**config.mk**
```make
export PLATFORM = sky130hd
export DESIGN_NAME = irqv_entry
export DESIGN_NICKNAME = d
export VERILOG_FILES = /design/src/rtl/irqv_pkg.sv /design/src/rtl/irqv_nmi_latch.sv /design/src/rtl/irqv_arbiter.sv /design/src/rtl/irqv_hijack_win.sv /design/src/rtl/irqv_entry.sv
export SDC_FILE = /design/constraint.sdc
export NUM_CORES = 1
export LEC_CHECK = 0
export CORE_MARGIN = 2
export CORE_UTILIZATION = 30
export DETAILED_ROUTE_END_ITERATION = 8
export DONT_BUFFER_PORTS = 1
export SETUP_SLACK_MARGIN = 0.05
export SLEW_MARGIN = 30
export SYNTH_ARGS = -nofsm -noshare
export SYNTH_HDL_FRONTEND = slang
export SYNTH_SLANG_ARGS = --single-unit
```
**constraint.sdc**
```tcl
create_clock -name clk -period 1.95 [get_ports clk]
set_input_delay 0 -clock clk [delete_from_list [all_inputs] [get_ports clk]]
set_output_delay 0 -clock clk [all_outputs]
set_load 0.05 [all_outputs]
```
**src/rtl/irqv_pkg.sv**
```systemverilog
package irqv_pkg;

  // Source chosen for service on a boundary cycle
  typedef enum logic [1:0] {
    SRC_NONE = 2'd0,
    SRC_NMI  = 2'd1,
    SRC_IRQ  = 2'd2,
    SRC_BRK  = 2'd3
  } src_e;

endpackage

```
**src/rtl/irqv_nmi_latch.sv**
```systemverilog
module irqv_nmi_latch (
  input  logic clk,
  input  logic rst,
  input  logic nmi_n_i,
  input  logic clear_i,
  output logic pend_now_o
);

  logic prev_q;
  logic pend_q;
  logic fall;

  assign fall       = prev_q & ~nmi_n_i;
  assign pend_now_o = pend_q | fall;

  always_ff @(posedge clk) begin
    if (rst) begin
      prev_q <= nmi_n_i;  // follow the line so a low level at release is no edge
      pend_q <= 1'b0;
    end else begin
      prev_q <= nmi_n_i;
      if (clear_i)   pend_q <= 1'b0;
      else if (fall) pend_q <= 1'b1;
    end
  end

  AST_NMI_HOLD: assert property (@(posedge clk) disable iff (rst)
    (pend_q && !clear_i) |=> pend_q);
  AST_NMI_CAPTURE: assert property (@(posedge clk) disable iff (rst)
    (prev_q && !nmi_n_i && !clear_i) |=> pend_q);

endmodule

```
**src/rtl/irqv_arbiter.sv**
```systemverilog
module irqv_arbiter
  import irqv_pkg::*;
(
  input  logic eval_i,
  input  logic nmi_pend_i,
  input  logic irq_n_i,
  input  logic i_flag_i,
  input  logic brk_req_i,
  output src_e sel_o
);

  always_comb begin
    sel_o = SRC_NONE;
    if (eval_i) begin
      if (nmi_pend_i)                sel_o = SRC_NMI;
      else if (!irq_n_i && !i_flag_i) sel_o = SRC_IRQ;
      else if (brk_req_i)            sel_o = SRC_BRK;
    end
  end

endmodule

```
**src/rtl/irqv_hijack_win.sv**
```systemverilog
module irqv_hijack_win #(
  parameter int unsigned WIN = 4
) (
  input  logic clk,
  input  logic rst,
  input  logic start_i,
  input  logic nmi_pend_i,
  output logic active_o,
  output logic hijack_o
);

  localparam int unsigned CNT_W = $clog2(WIN + 1);

  logic [CNT_W-1:0] cnt_q;

  assign active_o = (cnt_q != '0);
  assign hijack_o = active_o & nmi_pend_i;

  always_ff @(posedge clk) begin
    if (rst) begin
      cnt_q <= '0;
    end else if (start_i) begin
      cnt_q <= CNT_W'(WIN);
    end else if (active_o) begin
      if (nmi_pend_i) cnt_q <= '0;
      else            cnt_q <= cnt_q - 1'b1;
    end
  end

  AST_WIN_BOUND: assert property (@(posedge clk) disable iff (rst)
    cnt_q <= CNT_W'(WIN));
  AST_WIN_CLOSE: assert property (@(posedge clk) disable iff (rst)
    (hijack_o && !start_i) |=> !active_o);

endmodule

```
**src/rtl/irqv_entry.sv**
```systemverilog
module irqv_entry
  import irqv_pkg::*;
#(
  parameter int unsigned VEC_W        = 16,
  parameter logic [15:0] NMI_VEC      = 16'hFFFA,
  parameter logic [15:0] IRQ_VEC      = 16'hFFFE,
  parameter int unsigned HIJACK_CYCLES = 4
) (
  input  logic             clk,
  input  logic             rst,
  input  logic             irq_n_i,
  input  logic             nmi_n_i,
  input  logic             brk_req_i,
  input  logic             i_flag_i,
  input  logic             boundary_i,
  output logic [VEC_W-1:0] vector_o,
  output logic             push_b_o,
  output logic             take_o
);

  localparam logic [VEC_W-1:0] V_NMI = VEC_W'(NMI_VEC);
  localparam logic [VEC_W-1:0] V_IRQ = VEC_W'(IRQ_VEC);

  logic nmi_pend;
  logic win_active;
  logic hijack;
  logic eval;
  logic nmi_clear;
  src_e sel;

  assign eval      = boundary_i & ~take_o & ~win_active;
  assign nmi_clear = (sel == SRC_NMI) | hijack;

  irqv_nmi_latch u_nmi (
    .clk        (clk),
    .rst        (rst),
    .nmi_n_i    (nmi_n_i),
    .clear_i    (nmi_clear),
    .pend_now_o (nmi_pend)
  );

  irqv_arbiter u_arb (
    .eval_i     (eval),
    .nmi_pend_i (nmi_pend),
    .irq_n_i    (irq_n_i),
    .i_flag_i   (i_flag_i),
    .brk_req_i  (brk_req_i),
    .sel_o      (sel)
  );

  irqv_hijack_win #(.WIN(HIJACK_CYCLES)) u_win (
    .clk        (clk),
    .rst        (rst),
    .start_i    (sel == SRC_BRK),
    .nmi_pend_i (nmi_pend),
    .active_o   (win_active),
    .hijack_o   (hijack)
  );

  always_ff @(posedge clk) begin
    if (rst) begin
      take_o   <= 1'b0;
      vector_o <= V_IRQ;
      push_b_o <= 1'b1;
    end else begin
      take_o <= (sel != SRC_NONE);
      unique case (sel)
        SRC_NMI: begin vector_o <= V_NMI; push_b_o <= 1'b0; end
        SRC_IRQ: begin vector_o <= V_IRQ; push_b_o <= 1'b0; end
        SRC_BRK: begin vector_o <= V_IRQ; push_b_o <= 1'b1; end
        default: if (hijack) vector_o <= V_NMI;  // break bit is kept
      endcase
    end
  end

  AST_TAKE_AFTER_STROBE: assert property (@(posedge clk) disable iff (rst)
    take_o |-> $past(boundary_i));
  AST_TAKE_SINGLE: assert property (@(posedge clk) disable iff (rst)
    take_o |=> !take_o);
  AST_NMI_B_CLEAR: assert property (@(posedge clk) disable iff (rst)
    (take_o && vector_o == V_NMI) |-> !push_b_o);
  AST_IRQ_MASKED: assert property (@(posedge clk) disable iff (rst)
    (take_o && !push_b_o && vector_o == V_IRQ) |-> !$past(i_flag_i));
  AST_HIJACK_KEEPS_B: assert property (@(posedge clk) disable iff (rst)
    (!take_o && !$stable(vector_o)) |-> (push_b_o && vector_o == V_NMI));

endmodule

```
==> reports/results.ini <==
[status]
outcome = completed

[floorplan]
rows = 14
die_area_um2 = 2040
io_pins = 25
die_w_um = 45.2
initial_core_util = 0.330
coreArea_um2 = 1540
die_h_um = 45.2

[synthesis]
synth_mux_area_frac = 0
async_flop_share = 0
synth-adder-area-share = 0.0491
synth-xor-area-share = 0
synth_commonest_cells = buf_4, dfxtp_1, inv_1
synth_compound_area_frac = 0.167
synth-seq-area-share = 0.314
synth.most_common_cell = buf_4
netlist.area_leader.share = 0.314
netlist-cell-type-count = 27
synthFlopType = dfxtp_1
yosysTopAreaCell = dfxtp_1
synth_top_family_by_area = buffers and inverters
synth-edff-count = 0
syn-cell-area_um2 = 509
synth-seq-cells = 8
ys_warn_count = 0
yosys.area_share.simple = 0.197
syn_inst = 58
syn_avg_cell_area_um2 = 8.78
netlist_top_cells_area = dfxtp_1, buf_4, ha_1, inv_1, a221oi_2

[sta]
finalCriticalPeriod_ns = 1.72
timing.final.ws_setup_ns = 0.229
hold_viol = 0
max_clock_freq_mhz = 581
slew_violations = 0
finalSetupTns_ns = 0
clock_skew_ns = 0.00172
fin_hold_ws_ns = 0.0181
final.period_utilization = 0.882
slew_headroom = 0.661
setup_violations = 0
rsz0062_at_grt = false
tightestPinTransition_ns = 0.508

[critical_path]
max_stage_delay_ns = 0.56
path_cells = inv_1, ha_1, ha_1, or4_4, a221oi_2
critPathRequiredTime_ns = 2.11
crit_fanout = 8
path_class = register to register
slowest_stage = or4_4
endpoint_kind = register
timing.critical_path.mode_cell = ha_1
cp-start-kind = register
critPathTopFamily = simple AND/OR/NAND/NOR gates
critPathArrivalTime_ns = 1.88
cp.buffers_inverters = 1

[power_and_ir_drop]
p_leak_nw = 0.227
total_power_mw = 0.797
powerDensity_nw_per_um2 = 1490
ir_drop_mv = 0.723

[grt]
busiest_layer = met1
use_met1 = 0.134
grt.total_usage = 0.0888
grt_max_degree = 9
gr-total-overflow = 0
grt_pass1_wl_mm = 1.37
grt_pass1_vias = 334
met3_usage = 0.0160
antenna_found_initial = 0
globalRouteMet2Util = 0.123

[place]
gp_congestion = 0.759
post-place-ws_ns = 0.229
hpwl_um = 646
portBuffers = 0

[clock_network]
cts-buffers-inserted = 3
htreeDepth = 1
post-cts-setup-buffer-count = 0
cts_resized = 0
clock-root-buffer = clkbuf_4
clkTransAtPathRegs_ns = 0.05
clock-sinks = 8
cts_tree = built
ctsHoldBuffers = 4
cts_buffer_depth = 2
clk_latency_ns = 0.24

[detailed_routing]
wl_um = 825
vias = 380
dr.pass1.iters = 4
drt-vias-per-instance = 4.75
drt_iter0_drc = 14
wire_per_inst_um = 10.3
final_antenna_net_count = 0
drcViolationCount = 0

[final_layout]
diodes = 0
layout.nets = 75
area_delta_synth_final_pct = 5.16
multi_input_area_um2 = 267
post-route-util = 0.347
fillers = 158
seqCellArea_um2 = 160
drive_above_1_share = 0.109

[min_path]
hold_path_class = input pin to register

[flow_run]
max_cap_violations = 0

[per-stage QoR]
stage,cell area [um^2],cells
2_1_floorplan,558,71
3_3_place_gp,473,73
3_5_place_dp,473,73
4_1_cts,536,80
5_1_grt,536,80
6_report,536,80
[placed cells by master, fill, tap and decap left out, drive strengths merged]
master       count
nand4            1
o31ai            1
a221o            1
nand2            2
o2111ai          1
nand2b           1
nor3b            1
ha               2
clkbuf           3
and4b            1
nor4             2
dlygate4sd3      4
or4              1
o22ai            1
conb            15
a221oi           2
nor2b            1
or2              1
buf              1
dfxtp            8
and3b            1
nor2             3
a21oi            1
o21a             1
nor3             1
inv              5
a32oi            1
a21o             1
[per-layer routing]
| layer | vias to the layer above | wire (um) |
|---|---|---|
| li1 | 187 | - |
| met3 | 0 | 88 |
| met1 | 175 | 376 |
| met2 | 18 | 360 |
| met5 | - | 0 |
| met4 | 0 | 0 |
[cell type report]
type / instances / area share
clock buffer: 3 / 0.0421
inverter: 5 / 0.0350
timing repair buffer: 5 / 0.0888
multi-input combinational: 43 / 0.498
sequential: 8 / 0.299
tap: 16 / 0.0374
[state kept, by name (all words and copies together), names as in the netlist]
| name | cells |
|---|---|
| u_nmi.pend_q | 1 |
| vector_o | 1 |
| u_nmi.prev_q | 1 |
| take_o | 1 |
| u_win.cnt_q | 3 |
| push_b_o | 1 |
[path summary, 6_finish.rpt]
path                        from        endpoint  slack, ns  depth (start not counted)
setup / recovery  u_win.cnt_q[0]  u_win.cnt_q[1]       0.23                          5
hold / removal          i_flag_i  u_win.cnt_q[2]       0.02                          2
hold reg to reg   u_win.cnt_q[1]  u_win.cnt_q[1]       0.47                          2
setup reg to reg  u_win.cnt_q[0]  u_win.cnt_q[1]       0.23                          5
[cell families (layout without fill, tap and decap cells)]
group                      after synthesis  after routing
AOI/OAI and AO/OA                       10             10
other                                    2             15
adders and majority gates                2              2
and+or+nand+nor                         16             16
DFF                                      8              8
buffers and inverters                   20             13
[where the power goes]
| group | internal, mW | switching (mW) | leakage, nW |
|---|---|---|---|
| sequential | 0.213 | 0.0704 | 0.0659 |
| clock | 0.0702 | 0.0530 | 0.0138 |
| combinational | 0.154 | 0.237 | 0.147 |
Note: power is estimated with default switching activity, not from simulation.
